## src/rtl/ebus_pkg.sv

```systemverilog
package ebus_pkg;

  typedef enum logic {K_FETCH = 1'b0, K_DATA = 1'b1} acc_kind_e;

  localparam int FETCH_LEN = 6;
  localparam int DATA_LEN  = 12;
  localparam int CNT_W     = $clog2(DATA_LEN);

  typedef logic [CNT_W-1:0] cnt_t;

  // fetch phase map
  localparam cnt_t F_LAST      = cnt_t'(FETCH_LEN - 1);
  localparam cnt_t F_ADDR_END  = cnt_t'(1);
  localparam cnt_t F_STB_FIRST = cnt_t'(3);
  localparam cnt_t F_STB_LAST  = cnt_t'(4);

  // data phase map
  localparam cnt_t D_LAST      = cnt_t'(DATA_LEN - 1);
  localparam cnt_t D_ADDR_END  = cnt_t'(2);
  localparam cnt_t D_WD_FIRST  = cnt_t'(3);
  localparam cnt_t D_STB_FIRST = cnt_t'(4);
  localparam cnt_t D_STB_LAST  = cnt_t'(9);
  localparam cnt_t D_WD_LAST   = cnt_t'(10);

endpackage

```

## src/rtl/ebus_seq_ctrl.sv

```systemverilog
module ebus_seq_ctrl
  import ebus_pkg::*;
#(
  parameter int              ADDR_W  = 16,
  parameter int              DATA_W  = 8,
  parameter logic [ADDR_W-1:0] INT_TOP = 16'h3FFF
) (
  input  logic                     clk,
  input  logic                     rst_n,
  input  logic                     req_valid,
  input  acc_kind_e                req_kind,
  input  logic                     req_wr,
  input  logic                     req_ptr,
  input  logic                     ext_only,
  input  logic [ADDR_W-1:0]        pc,
  input  logic [DATA_W-1:0]        xlo,
  input  logic [ADDR_W-DATA_W-1:0] dph,
  input  logic [ADDR_W-DATA_W-1:0] p2_reg,
  input  logic [DATA_W-1:0]        wdata,
  output logic                     busy,
  output cnt_t                     cnt,
  output acc_kind_e                kind,
  output logic                     wr,
  output logic                     ext,
  output logic [DATA_W-1:0]        lo,
  output logic [ADDR_W-DATA_W-1:0] hi,
  output logic [DATA_W-1:0]        wd,
  output logic                     last,
  output logic                     ready
);

  localparam int HI_W = ADDR_W - DATA_W;

  logic             busy_q, busy_d;
  cnt_t             cnt_q, cnt_d;
  acc_kind_e        kind_q;
  logic             wr_q, ext_q;
  logic [DATA_W-1:0] lo_q, wd_q;
  logic [HI_W-1:0]  hi_q;

  logic             accept;
  logic             ext_d;
  logic [DATA_W-1:0] lo_d;
  logic [HI_W-1:0]  hi_d;

  // next-state logic
  always_comb begin
    last   = busy_q && (cnt_q == ((kind_q == K_DATA) ? D_LAST : F_LAST));
    ready  = !busy_q || last;
    accept = req_valid && ready;

    ext_d = (req_kind == K_DATA) || ext_only || (pc > INT_TOP);
    lo_d  = (req_kind == K_DATA) ? xlo : pc[DATA_W-1:0];
    if (req_kind == K_FETCH) hi_d = pc[ADDR_W-1:DATA_W];
    else if (req_ptr)        hi_d = dph;
    else                     hi_d = p2_reg;

    busy_d = busy_q;
    cnt_d  = cnt_q;
    if (accept) begin
      busy_d = 1'b1;
      cnt_d  = '0;
    end else if (last) begin
      busy_d = 1'b0;
      cnt_d  = '0;
    end else if (busy_q) begin
      cnt_d  = cnt_q + cnt_t'(1);
    end
  end

  // sequencing registers
  always_ff @(posedge clk or negedge rst_n) begin
    if (!rst_n) begin
      busy_q <= 1'b0;
      cnt_q  <= '0;
    end else begin
      busy_q <= busy_d;
      cnt_q  <= cnt_d;
    end
  end

  // request capture, enabled by acceptance
  always_ff @(posedge clk or negedge rst_n) begin
    if (!rst_n) begin
      kind_q <= K_FETCH;
      wr_q   <= 1'b0;
      ext_q  <= 1'b0;
      lo_q   <= '0;
      hi_q   <= '0;
      wd_q   <= '0;
    end else if (accept) begin
      kind_q <= req_kind;
      wr_q   <= req_wr && (req_kind == K_DATA);
      ext_q  <= ext_d;
      lo_q   <= lo_d;
      hi_q   <= hi_d;
      wd_q   <= wdata;
    end
  end

  assign busy = busy_q;
  assign cnt  = cnt_q;
  assign kind = kind_q;
  assign wr   = wr_q;
  assign ext  = ext_q;
  assign lo   = lo_q;
  assign hi   = hi_q;
  assign wd   = wd_q;

endmodule

```

## src/rtl/ebus_strobe_dec.sv

```systemverilog
module ebus_strobe_dec
  import ebus_pkg::*;
(
  input  logic      busy,
  input  cnt_t      cnt,
  input  acc_kind_e kind,
  input  logic      wr,
  input  logic      ext,
  output logic      bus_act,
  output logic      ale,
  output logic      psen_n,
  output logic      rd_n,
  output logic      wr_n,
  output logic      addr_ph,
  output logic      wd_ph,
  output logic      cap
);

  logic is_data;
  logic stb;

  always_comb begin
    bus_act = busy && ext;
    is_data = (kind == K_DATA);

    if (is_data) begin
      addr_ph = (cnt <= D_ADDR_END);
      stb     = (cnt >= D_STB_FIRST) && (cnt <= D_STB_LAST);
      wd_ph   = wr && (cnt >= D_WD_FIRST) && (cnt <= D_WD_LAST);
      cap     = !wr && (cnt == D_STB_LAST);
    end else begin
      addr_ph = (cnt <= F_ADDR_END);
      stb     = (cnt >= F_STB_FIRST) && (cnt <= F_STB_LAST);
      wd_ph   = 1'b0;
      cap     = (cnt == F_STB_LAST);
    end

    ale    = bus_act && (cnt == '0);
    psen_n = !(bus_act && !is_data && stb);
    rd_n   = !(bus_act && is_data && !wr && stb);
    wr_n   = !(bus_act && is_data && wr && stb);
    cap    = cap && bus_act;
  end

endmodule

```

## src/rtl/ebus_port_drv.sv

```systemverilog
module ebus_port_drv #(
  parameter int DATA_W = 8,
  parameter int HI_W   = 8
) (
  input  logic              clk,
  input  logic              rst_n,
  input  logic              bus_act,
  input  logic              addr_ph,
  input  logic              wd_ph,
  input  logic              cap,
  input  logic [DATA_W-1:0] lo,
  input  logic [DATA_W-1:0] wd,
  input  logic [HI_W-1:0]   hi,
  input  logic [HI_W-1:0]   p2_reg,
  input  logic [DATA_W-1:0] p0_in,
  output logic [DATA_W-1:0] p0_out,
  output logic              p0_oe,
  output logic [HI_W-1:0]   p2_out,
  output logic [DATA_W-1:0] rdata
);

  logic [DATA_W-1:0] rdata_q;

  always_comb begin
    p0_oe  = bus_act && (addr_ph || wd_ph);
    p0_out = addr_ph ? lo : wd;
    p2_out = bus_act ? hi : p2_reg;
  end

  always_ff @(posedge clk or negedge rst_n) begin
    if (!rst_n)   rdata_q <= '0;
    else if (cap) rdata_q <= p0_in;
  end

  assign rdata = rdata_q;

endmodule

```

## src/rtl/ebus_sequencer.sv

```systemverilog
module ebus_sequencer
  import ebus_pkg::*;
#(
  parameter int              ADDR_W  = 16,
  parameter int              DATA_W  = 8,
  parameter logic [ADDR_W-1:0] INT_TOP = 16'h3FFF
) (
  input  logic                     clk,
  input  logic                     rst_n,
  input  logic                     req_valid_i,
  input  logic                     req_kind_i,
  input  logic                     req_wr_i,
  input  logic                     req_ptr_i,
  input  logic                     ext_only_i,
  input  logic [ADDR_W-1:0]        pc_i,
  input  logic [DATA_W-1:0]        xlo_i,
  input  logic [ADDR_W-DATA_W-1:0] dph_i,
  input  logic [ADDR_W-DATA_W-1:0] p2_reg_i,
  input  logic [DATA_W-1:0]        wdata_i,
  output logic                     req_ready_o,
  output logic                     done_o,
  output logic [DATA_W-1:0]        rdata_o,
  output logic                     ale_o,
  output logic                     psen_n_o,
  output logic                     rd_n_o,
  output logic                     wr_n_o,
  output logic                     mem_rd_n_o,
  output logic [DATA_W-1:0]        p0_out_o,
  output logic                     p0_oe_o,
  input  logic [DATA_W-1:0]        p0_in_i,
  output logic [ADDR_W-DATA_W-1:0] p2_o
);

  localparam int HI_W = ADDR_W - DATA_W;

  logic              busy, wr, ext, last, ready;
  cnt_t              cnt;
  acc_kind_e         kind;
  logic [DATA_W-1:0] lo, wd;
  logic [HI_W-1:0]   hi;
  logic              bus_act, addr_ph, wd_ph, cap;

  ebus_seq_ctrl #(
    .ADDR_W (ADDR_W),
    .DATA_W (DATA_W),
    .INT_TOP(INT_TOP)
  ) u_ctrl (
    .clk      (clk),
    .rst_n    (rst_n),
    .req_valid(req_valid_i),
    .req_kind (acc_kind_e'(req_kind_i)),
    .req_wr   (req_wr_i),
    .req_ptr  (req_ptr_i),
    .ext_only (ext_only_i),
    .pc       (pc_i),
    .xlo      (xlo_i),
    .dph      (dph_i),
    .p2_reg   (p2_reg_i),
    .wdata    (wdata_i),
    .busy     (busy),
    .cnt      (cnt),
    .kind     (kind),
    .wr       (wr),
    .ext      (ext),
    .lo       (lo),
    .hi       (hi),
    .wd       (wd),
    .last     (last),
    .ready    (ready)
  );

  ebus_strobe_dec u_dec (
    .busy   (busy),
    .cnt    (cnt),
    .kind   (kind),
    .wr     (wr),
    .ext    (ext),
    .bus_act(bus_act),
    .ale    (ale_o),
    .psen_n (psen_n_o),
    .rd_n   (rd_n_o),
    .wr_n   (wr_n_o),
    .addr_ph(addr_ph),
    .wd_ph  (wd_ph),
    .cap    (cap)
  );

  ebus_port_drv #(
    .DATA_W(DATA_W),
    .HI_W  (HI_W)
  ) u_port (
    .clk    (clk),
    .rst_n  (rst_n),
    .bus_act(bus_act),
    .addr_ph(addr_ph),
    .wd_ph  (wd_ph),
    .cap    (cap),
    .lo     (lo),
    .wd     (wd),
    .hi     (hi),
    .p2_reg (p2_reg_i),
    .p0_in  (p0_in_i),
    .p0_out (p0_out_o),
    .p0_oe  (p0_oe_o),
    .p2_out (p2_o),
    .rdata  (rdata_o)
  );

  assign mem_rd_n_o  = psen_n_o & rd_n_o;
  assign done_o      = last;
  assign req_ready_o = ready;

endmodule

```

## config.mk

```make
export PLATFORM = sky130hd
export DESIGN_NAME = ebus_sequencer
export DESIGN_NICKNAME = d
export VERILOG_FILES = /design/src/rtl/ebus_pkg.sv /design/src/rtl/ebus_seq_ctrl.sv /design/src/rtl/ebus_strobe_dec.sv /design/src/rtl/ebus_port_drv.sv /design/src/rtl/ebus_sequencer.sv
export SDC_FILE = /design/constraint.sdc
export NUM_CORES = 1
export LEC_CHECK = 0
export BUFFER_PORTS_ARGS = -buffer_cell sky130_fd_sc_hd__buf_4
export CAP_MARGIN = 10
export CORE_MARGIN = 4
export CORE_UTILIZATION = 49
export DETAILED_ROUTE_END_ITERATION = 10
export GPL_TIMING_DRIVEN = 0
export MAX_ROUTING_LAYER = met4
export PLACE_DENSITY = 0.8
export SKIP_LAST_GASP = 1
export SLEW_MARGIN = 25
export SYNTH_ARGS = -nofsm -noshare
export SYNTH_HDL_FRONTEND = slang
export SYNTH_SLANG_ARGS = --single-unit
```

## constraint.sdc

```tcl
create_clock -name clk -period 2.3 [get_ports clk]
set_input_delay 0.115 -clock clk [delete_from_list [all_inputs] [get_ports clk]]
set_output_delay 0.115 -clock clk [all_outputs]
set_load 0.01 [all_outputs]
```

Word-level counts from Yosys, hierarchy flattened
Index checks and enable logic that the tools add are counted.
{"block": "totals", "regBits": 40, "in_bits": 63, "elab_cells": 69}
{"block": "op_classes", "add_sub_neg": 1, "n_lt_le_gt_ge": 8, "eq_ne": 3, "mux": 15, "bitwise_logic": 1, "n_reduce_logical": 32}
{"operator": "$mux 8", "n": 5}
{"operator": "$logic_and 1x1->1", "n": 19}
{"operator": "$gt 16x14->1 const B", "n": 1}
{"operator": "$mux 4", "n": 4}
{"operator": "$le 4x4->1 const B", "n": 2}
{"operator": "$logic_not 1->1", "n": 6}
{"operator": "$mux 1", "n": 6}
{"operator": "$add 4x1->4 const B", "n": 1}
{"operator": "$eq 4x3->1 const B", "n": 1}
{"operator": "$eq 4x4->1", "n": 1}
{"operator": "$eq 4x4->1 const B", "n": 1}
{"operator": "$ge 4x2->1 const B", "n": 1}
{"operator": "$ge 4x3->1 const B", "n": 1}
{"operator": "$le 4x1->1 const B", "n": 1}
{"operator": "$le 4x2->1 const B", "n": 1}
{"operator": "$le 4x3->1 const B", "n": 1}
{"operator": "$logic_not 4->1", "n": 1}
{"operator": "$logic_or 1x1->1", "n": 4}
{"operator": "$reduce_bool 3->1", "n": 1}
{"operator": "$reduce_bool 2->1", "n": 1}
{"operator": "$and 1x1->1", "n": 1}

Depth between registers and ports, before layout
Gate-level depths: netlist of the first run.
{"block": "depth", "depth_word": 6, "ltp_mapped": 7}

By module
From an unflattened synthesis of the first run, not the netlist that was laid out.
{"block": "hier_totals", "hier_cells": 192, "hier_area_um2": 2471.1}
{"mod": "ebus_seq_ctrl", "n_inst": 1, "cells_each": 123, "area_each_um2": 1641.6, "seq_area_each_um2": 800.8}
{"mod": "ebus_port_drv", "n_inst": 1, "cells_each": 36, "area_each_um2": 601.8, "seq_area_each_um2": 200.2}
{"mod": "ebus_strobe_dec", "n_inst": 1, "cells_each": 32, "area_each_um2": 221.5, "seq_area_each_um2": 0.0}
{"mod": "ebus_sequencer", "n_inst": 1, "cells_each": 1, "area_each_um2": 6.3, "seq_area_each_um2": 0.0}

Least setup slack after synthesis of the first run
OpenSTA, ideal clock, no wires.
{"block": "synth_timing", "path_kind": "register -> output", "from": "reg u_ctrl.cnt_q[0] (netlist: u_ctrl.cnt[0])", "to": "out p0_out_o[0]", "arrival_time_ns": 1.684, "t_required_ns": 2.185, "slack_ns": 0.501, "path_stages_with_launch": 7, "cell_sequence": "dfrtp_1 -> inv_1 -> ha_1 -> o32ai_1 -> or3_1 -> buf_2 -> mux2_2"}
{"block": "synth_between", "elab_chain_cells": 3, "elab_cells_between_ends": 4}
{"item": "start: declaration", "line_no": "ebus_seq_ctrl.sv:35", "source": "cnt_t cnt_q, cnt_d;"}
{"item": "start signal: assignment", "line_no": "ebus_seq_ctrl.sv:78", "source": "cnt_q <= cnt_d;"}
{"item": "$le 4x1->1 or $le 4x2->1 (tied branches)", "line_no": "ebus_strobe_dec.sv:32, ebus_strobe_dec.sv:27"}
{"item": "$mux 1 (*)", "line_no": "ebus_strobe_dec.sv:26", "source": "if (is_data) begin"}
{"item": "$mux 8 (*)", "line_no": "ebus_port_drv.sv:26", "source": "p0_out = addr_ph ? lo : wd;"}
{"item": "end: declaration", "line_no": "ebus_sequencer.sv:28", "source": "output logic [DATA_W-1:0] p0_out_o,"}
Mark *: on every way between the ends. The rest lies on a longest branch, timed or not.

Worst setup path after layout of the first run
Same ends and word-level chain as after synthesis.

==> impl_metrics.json, run 1 <==
{
  "status": "completed",
  "avgSynthCellArea_um2": 12.5,
  "syn_to_final_growth_pct": 38.4,
  "drc": 0,
  "multi_input_area_um2": 1250,
  "tightest_slew_ns": 0.592,
  "worstSetupEndpointType": "primary output",
  "slew_viol_final": 0,
  "dp_hpwl_mm": 4.11,
  "syn_inst": 190,
  "cap_violations": 0,
  "die_area_um2": 6040,
  "die_height_um": 77.7,
  "grt_pass1_vias": 1903,
  "relSlewSlack_pct": 60.5,
  "p_per_area_nw_per_um2": 1310,
  "hold_class": "in2reg",
  "fin_tns_setup_ns": 0,
  "hold_slack_ns": 0.0443,
  "fp-row-count": 25,
  "worstPathRequired_ns": 2.18,
  "grt_usage_pct": 19.6,
  "rsz0062_at_grt": "no",
  "ir_worst_vdd_mv": 0.635,
  "synth_top_family_by_area": "multiplexers",
  "arrival_ns": 2.08,
  "antennaDiodeCount": 0,
  "clk_pin_slew_ns": 0.08,
  "start_kind": "flip-flop",
  "globalplace.congestion": 0.751,
  "drt_iter0_drc": 125,
  "power_leakage_nw": 1.57,
  "dp_cells": 349,
  "finalPower_mw": 4.31,
  "cts_tree": "yes",
  "clk_latency_ns": 0.28,
  "fin_skew_ns": 0.00821,
  "overflow": 0,
  "netlist_area_um2": 2380,
  "yosys_warnings": 0,
  "ioPinCount": 95,
  "yosys.area_share.adder_pct": 2.10,
  "yosysSeqAreaShare_pct": 42.1,
  "cts_sinks": 40,
  "drive_above_1_share_pct": 60.7,
  "fillers": 375,
  "via_per_inst": 5.05,
  "fin_crit_sh_pct": 95.4,
  "ys_seq_elements": 40,
  "grt_max_degree": 41,
  "path_class": "reg2out",
  "drt-total-wl_mm": 5.47,
  "grt_pass1_wl_mm": 9.25,
  "synthFlopType": "dfrtp_1",
  "nets": 361,
  "synth_compound_area_share_pct": 7.52,
  "via_count": 1828,
  "synth_edf_count": 0,
  "hold_viol": 0,
  "syn-num-nets": 257,
  "initial_core_util_pct": 50.4,
  "synth_cell_types": 40,
  "cts.htree.levels": 2,
  "synth_mux_area_share_pct": 34.2,
  "seq_area_um2": 1000,
  "final_cells": 362,
  "ys_async_sr_fraction_pct": 100,
  "cts-root-buf": "clkbuf_8",
  "cts_buffers": 5,
  "wl_per_cell_um": 15.1,
  "antenna_left": 0,
  "synth-simple-area-share_pct": 8.20,
  "timing.fmax_mhz": 456,
  "post-route-min-period_ns": 2.19,
  "clockBufferDepth": 2,
  "antenna_found_initial": 0,
  "dr.pass1.iters": 4,
  "crit_fanout": 9,
  "core_area_um2": 4720,
  "setup_viol": 0,
  "synth_xor_xnor_area_share_pct": 0.368,
  "chipWidth_um": 77.7,
  "port-buffer-count": 92
}
path summary, 6_finish.rpt:
check                                   start  slack, ns  cells after the start         endpoint
min in group asynchronous               rst_n       0.33                      2  u_port.rdata[5]
max in group asynchronous               rst_n       1.59                      2    u_ctrl.cnt[0]
worst min-delay path              req_valid_i       0.04                      2      u_ctrl.busy
worst min register to register   u_ctrl.lo[2]       0.51                      1     u_ctrl.lo[2]
worst max-delay path            u_ctrl.cnt[0]       0.11                      7      p0_out_o[0]
worst max register to register  u_ctrl.cnt[1]       0.25                      7     u_ctrl.hi[3]
cell type report:
type                            count  area share (%)
Multi-Input combinational cell    132            37.9
Clock buffer                        8            2.74
Tap cell                           67            2.55
Inverter                            5           0.570
Sequential cell                    40            30.5
Buffer                             13            3.61
Timing Repair Buffer               97            22.2
state kept, by name, summed over array words and instances (netlist names):
register / flops
u_ctrl.kind: 1
u_ctrl.cnt: 4
u_ctrl.wr: 1
u_ctrl.hi: 8
u_ctrl.wd: 8
u_ctrl.busy: 1
u_ctrl.ext: 1
u_port.rdata: 8
u_ctrl.lo: 8
where the power goes:
part | switching, mW | internal (mW)
combinational | 1.03 | 1.52
sequential | 0.213 | 1.06
clock | 0.232 | 0.245
synthesized netlist by cell type (3+ instances only):
master / count / share of area (%)
a21oi_1: 10 / 2.1
ha_1: 4 / 2.1
dfrtp_1: 40 / 42
buf_6: 3 / 1.4
inv_1: 5 / 0.79
nor2_1: 10 / 1.6
or3_1: 3 / 0.79
mux2_4: 19 / 12
mux2i_1: 9 / 3.8
nand2_1: 9 / 1.4
buf_2: 4 / 0.84
mux2_2: 39 / 18
o21ai_0: 3 / 0.63
routing by layer:
layer / wire (µm) / vias to the layer above / GRT usage [%]
li1: - / 888 / -
met1: 2420 / 866 / 25.7
met2: 2660 / 72 / 31.2
met3: 362 / 2 / 4.76
met4: 24 / 0 / 4.09
met5: 0 / - / -
logic make-up after synthesis:
logic type / Yosys count
muxes: 67
DFF: 40
and+or+nand+nor: 35
AOI/OAI and AO/OA: 25
buffers and inverters: 18
adders and majority gates: 4
xor gates and xnor gates: 1
metrics by stage:
step	cell area (µm²)	setup WS [ns]	util, %
2_1_floorplan	2380	0.501	-
3_3_place_gp	3150	0.204	66.8
3_5_place_dp	3150	0.150	66.8
4_1_cts	3270	0.0321	69.3
5_1_grt	3290	0.0174	69.7
6_report	3290	0.106	69.7
critical path: stages (launching register included):
cell and delay [ns]:
dfrtp_2 0.42, buf_4 0.14, ha_1 0.22, o32ai_1 0.22, or3_1 0.15, buf_6 0.15, mux2_2 0.35, buf_4 0.15
cells in the final DEF, fill, tap and decap left out, types with 6 or more instances in the layout:
cell type  synthesis  routed
mux2_4            19      19
mux2_2            39      39
nand2_1            9       9
dfrtp_1           40      38
clkbuf_8           0       6
mux2i_1            9       9
buf_4              1      97
a21oi_1           10      10
nor2_1            10      10
timing repair:
action                                  in CTS  in global routing
gates resized for setup                      3                  2
endpoints found under the setup margin       8                  8
buffers inserted                             2                  2
hold endpoints to repair                    40                  0
hold buffers                                 1                  0
Note: power is estimated with default switching activity, not from simulation.
==> inputs of run 2 (changes only) <==
--- a/config.mk
+++ b/config.mk
@@ -7,12 +7,12 @@
 export LEC_CHECK = 0
 export BUFFER_PORTS_ARGS = -buffer_cell sky130_fd_sc_hd__buf_4
 export CAP_MARGIN = 10
-export CORE_MARGIN = 4
+export CORE_MARGIN = 2
 export CORE_UTILIZATION = 49
 export DETAILED_ROUTE_END_ITERATION = 10
 export GPL_TIMING_DRIVEN = 0
 export MAX_ROUTING_LAYER = met4
-export PLACE_DENSITY = 0.8
+export PLACE_DENSITY = 0.81
 export SKIP_LAST_GASP = 1
 export SLEW_MARGIN = 25
 export SYNTH_ARGS = -nofsm -noshare
==> run 2 against run 1 <==
  * Flip-flop and latch count did not move
  * Via count unchanged
  * Non-clock buffer count fell by 2
  * Total power decreased by 1.4%
  * Maximum frequency is 0.28% lower
  * Worst setup slack worse by 0.0062 ns
  * Clock skew shrank 0.0054 ns
  * First-iteration DRC count shrank 9.6%
==> impl_metrics.json, run 2 (synthesis gave the netlist of run 1 again) <==
{
  "status": "completed",
  "cts.htree.levels": 2,
  "worstPathRequired_ns": 2.18,
  "grt_usage_pct": 21.7,
  "syn_to_final_growth_pct": 36.8,
  "drc": 0,
  "drive_above_1_share_pct": 61.3,
  "antenna_found_initial": 0,
  "top_layer": "met4",
  "slew_viol_final": 0,
  "met3_length_um": 307,
  "initial_core_util_pct": 50.7,
  "drt-total-wl_mm": 5.40,
  "cap_violations": 0,
  "grt_max_degree": 41,
  "drt-met1-wl_mm": 2.32,
  "tightest_slew_ns": 0.611,
  "timing.final.ws_setup_ns": 0.0998,
  "worstSetupEndpointType": "primary output",
  "timing.fmax_mhz": 454,
  "final_common_cell": "buf_4",
  "via_count": 1828,
  "core_area_um2": 4690,
  "drt_iter0_drc": 113,
  "grt_pass1_wl_mm": 8.80,
  "final_cell_mix": "buf_4 (96), mux2_2 (39), dfrtp_1 (38), mux2_4 (19)",
  "fin_skew_ns": 0.00276,
  "fin_crit_sh_pct": 95.7,
  "startpoint": "u_ctrl.cnt[0]",
  "r2r-start": "u_ctrl.cnt[1]",
  "port-buffer-count": 92,
  "hold_viol": 0,
  "clk_pin_slew_ns": 0.07,
  "clockBufferDepth": 2,
  "path_class": "reg2out",
  "setup_viol": 0,
  "clk_latency_ns": 0.28,
  "nets": 359,
  "wl_met2_mm": 2.71,
  "die_height_um": 73.7,
  "dr.pass1.iters": 4,
  "cts_tree": "yes",
  "overflow": 0,
  "cts-root-buf": "clkbuf_8",
  "crit_fanout": 9,
  "hold_class": "in2reg",
  "power_leakage_nw": 1.56,
  "cts_sinks": 40,
  "relSlewSlack_pct": 59.3,
  "min_from": "req_valid_i",
  "antenna_left": 0,
  "fp-row-count": 25,
  "die_area_um2": 5430,
  "arrival_ns": 2.09,
  "grt_pass1_vias": 1916,
  "ir_worst_vdd_mv": 0.737,
  "dp_slack_ns": 0.143,
  "via_per_inst": 5.28,
  "fin_tns_setup_ns": 0,
  "ioPinCount": 95,
  "globalplace.congestion": 0.838,
  "chipWidth_um": 73.7,
  "start_kind": "flip-flop",
  "cts_buffers": 5,
  "final_area_um2": 3250,
  "wl_per_cell_um": 15.6,
  "antennaDiodeCount": 0,
  "dpl_cell_area_um2": 3140,
  "p_per_area_nw_per_um2": 1310,
  "post-route-min-period_ns": 2.20,
  "dp_hpwl_mm": 4.07,
  "rsz0062_at_grt": "no"
}
==> run 2: cell types whose count changed in the layout (fill, tap and decap cells not counted), sizes merged <==
| cell | previous run | this run |
|---|---|---|
| clkinv | 0 | 1 |
| buf | 107 | 104 |
| clkbuf | 10 | 9 |
==> run 2: cell type report <==
type	instances	area [µm²]
Clock inverter	1	5.00
Inverter	5	18.8
Multi-Input combinational cell	132	1250
Timing Repair Buffer	95	716
Fill cell	374	1440
Clock buffer	6	72.6
Tap cell	54	67.6
Sequential cell	40	1000
Buffer	13	116
==> run 2: critical path: stages (launching register included) <==
cell and delay, ns:
dfrtp_2 0.41, buf_4 0.16, ha_1 0.23, o32ai_2 0.20, or3_1 0.13, buf_4 0.18, mux2_2 0.35, buf_4 0.15
==> run 2: final timing paths <==
path | endpoint | slack, ns | depth (start not counted)
worst max-delay path | p0_out_o[2] | 0.1 | 7
worst min-delay path | u_ctrl.busy | 0.05 | 2
worst max register to register | u_ctrl.hi[3] | 0.28 | 7
worst min register to register | u_ctrl.wd[6] | 0.51 | 1
max in group asynchronous | u_ctrl.cnt[0] | 1.58 | 2
min in group asynchronous | u_ctrl.cnt[2] | 0.34 | 2
==> run 2: routing by layer <==
layer,GRT usage [%],vias up
met3,4.53,4
met2,36.0,64
li1,-,880
met1,27.4,880
met5,-,-
met4,4.85,0
==> run 2: through the flow <==
| stage | util (%) | total power, mW | cells | hold slack, ns |
|---|---|---|---|---|
| after detailed placement | 66.9 | 3.78 | 336 | 0.126 |
| final | 69.4 | 4.25 | 346 | 0.0539 |
| after global routing | 69.4 | 4.55 | 346 | 0.0431 |
| after global placement | 66.9 | 3.72 | 336 | 0.121 |
| after CTS | 69.0 | 4.26 | 345 | 0.0496 |
| after floorplan | - | 2.86 | 190 | -0.181 |
==> run 2: report_power, final <==
part           internal (mW)  switching [mW]  total (mW)
clock network          0.206           0.225       0.432
logic                   1.51            1.04        2.55
registers               1.06           0.203        1.27
total                   2.78            1.47        4.25
==> run 2: timing repair <==
item,4_1_cts,5_1_grt
gates resized for setup,3,3
buffers inserted,1,1
endpoints found under the setup margin,8,9
hold buffers,1,0
hold endpoints to repair,40,0
==> inputs of run 3 (changes only) <==
--- a/config.mk
+++ b/config.mk
@@ -10,7 +10,6 @@
 export CORE_MARGIN = 2
 export CORE_UTILIZATION = 49
 export DETAILED_ROUTE_END_ITERATION = 10
-export GPL_TIMING_DRIVEN = 0
 export MAX_ROUTING_LAYER = met4
 export PLACE_DENSITY = 0.81
 export SKIP_LAST_GASP = 1
==> run 3 against run 2 <==
  * Flip-flop and latch count stayed put
  * Clock power up 32%
  * Routed wire length grew 0.78%
  * Cell count fell by 1.4%
  * Combinational power fell by 4%
  * Worst hold slack worse by 0.013 ns
  * Critical path type unchanged
  * Critical endpoint is now p0_out_o[1]
==> impl_metrics.json, run 3 (synthesis gave the netlist of run 1 again) <==
{
  "cap_violations": 0,
  "overflow": 0,
  "globalplace.congestion": 0.869,
  "drive_above_1_share_pct": 60.6,
  "hold_slack_ns": 0.0410,
  "power_leakage_nw": 1.55,
  "status": "completed",
  "cts-root-buf": "clkbuf_8",
  "worstPathRequired_ns": 2.18,
  "fin_skew_ns": 0.00724,
  "nets": 353,
  "drc": 0,
  "syn_to_final_growth_pct": 36.0,
  "start_kind": "flip-flop",
  "setup_viol": 0,
  "grt_util_met2_pct": 33.7,
  "p_per_area_nw_per_um2": 1340,
  "fillers": 361,
  "drt_iter0_drc": 102,
  "ir_worst_vdd_mv": 0.682,
  "slew_viol_final": 0,
  "clk_pin_slew_ns": 0.08,
  "fp-row-count": 25,
  "gr-usage-met3_pct": 4.53,
  "via_count": 1795,
  "dp_hpwl_mm": 3.92,
  "antenna_found_initial": 0,
  "antennaDiodeCount": 0,
  "port-buffer-count": 94,
  "cts.htree.levels": 2,
  "post-route-min-period_ns": 2.20,
  "cts_sinks": 40,
  "crit_fanout": 9,
  "grt_pass1_vias": 1794,
  "die_height_um": 73.7,
  "drt-total-wl_mm": 5.44,
  "hold_class": "in2reg",
  "clockBufferDepth": 2,
  "fin_crit_sh_pct": 95.6,
  "via_per_inst": 5.26,
  "arrival_ns": 2.08,
  "tightest_slew_ns": 0.507,
  "core_area_um2": 4690,
  "worstSetupEndpointType": "primary output",
  "relSlewSlack_pct": 66.2,
  "antenna_left": 0,
  "grt_use_met1_pct": 27.4,
  "cts_tree": "yes",
  "die_area_um2": 5430,
  "initial_core_util_pct": 50.7,
  "wl_per_cell_um": 16.0,
  "grt_pass1_wl_mm": 8.50,
  "path_class": "reg2out",
  "cts_buffers": 5,
  "final_common_cell": "buf_4",
  "timing.fmax_mhz": 455,
  "dr.pass1.iters": 4,
  "hold_viol": 0,
  "ioPinCount": 95,
  "fin_tns_setup_ns": 0,
  "grt_usage_pct": 21.4,
  "chipWidth_um": 73.7,
  "busiest_layer": "met2",
  "grt_max_degree": 41,
  "final_cell_mix": "buf_4 (99), mux2_2 (39), dfrtp_1 (38), mux2_4 (19)",
  "clk_latency_ns": 0.29,
  "rsz0062_at_grt": "no"
}
==> run 3: layout make-up <==
class	instances	area [µm²]	share of cell area, %
Multi-Input combinational cell	132	1250	38.8
Sequential cell	40	1000	31.0
Timing Repair Buffer	102	785	24.2
Clock buffer	6	72.6	2.24
Tap cell	54	67.6	2.09
Clock inverter	2	35.0	1.08
Inverter	5	18.8	0.580
==> run 3: worst paths after layout <==
path	startpoint	to	slack (ns)	cells past startpoint
min reg2reg	u_ctrl.wd[5]	u_ctrl.wd[5]	0.51	1
min	req_valid_i	u_ctrl.busy	0.04	2
max in group asynchronous	rst_n	u_ctrl.cnt[0]	1.59	2
max reg2reg	u_ctrl.cnt[1]	u_ctrl.hi[6]	0.29	6
min in group asynchronous	rst_n	u_ctrl.cnt[2]	0.32	2
max	u_ctrl.cnt[0]	p0_out_o[1]	0.10	7
==> run 3: repair_timing <==
item                                   in CTS  in global routing
setup endpoints to repair                   8                  8
setup buffers                               0                  3
hold buffers                                1                  0
endpoints found under the hold margin      40                  0
gates resized for setup                     2                  1
==> run 3: through the flow <==
stage                     instance area, µm²  instances  worst slack [ns]  power (mW)  utilization (%)
final                                   3240        341             0.101        4.34             69.0
after global routing                    3240        341         0.0000691        4.63             69.0
after CTS                               3210        338           0.00856        4.32             68.4
after detailed placement                3090        329             0.263        3.73             65.9
after global placement                  3090        329             0.321        3.67             65.9
after floorplan                         2380        190             0.501        2.86                -
==> run 3: report_power, final <==
part	internal (mW)	total [mW]	switching [mW]
combinational	1.47	2.45	0.976
clock	0.322	0.570	0.248
sequential	1.06	1.32	0.262
total	2.85	4.34	1.49
==> run 3: per-layer routing <==
metal / share of wire [%] / wire [µm]
met5: 0 / 0
met4: 1.9 / 101
met3: 5.6 / 302
met2: 49 / 2690
met1: 43 / 2350
==> run 3: worst max-delay path: stages (launching register included) <==
cell     delay (ns)
dfrtp_2        0.41
buf_4          0.16
ha_1           0.22
o32ai_1        0.21
or3_1          0.15
buf_6          0.15
mux2_2         0.35
buf_4          0.14
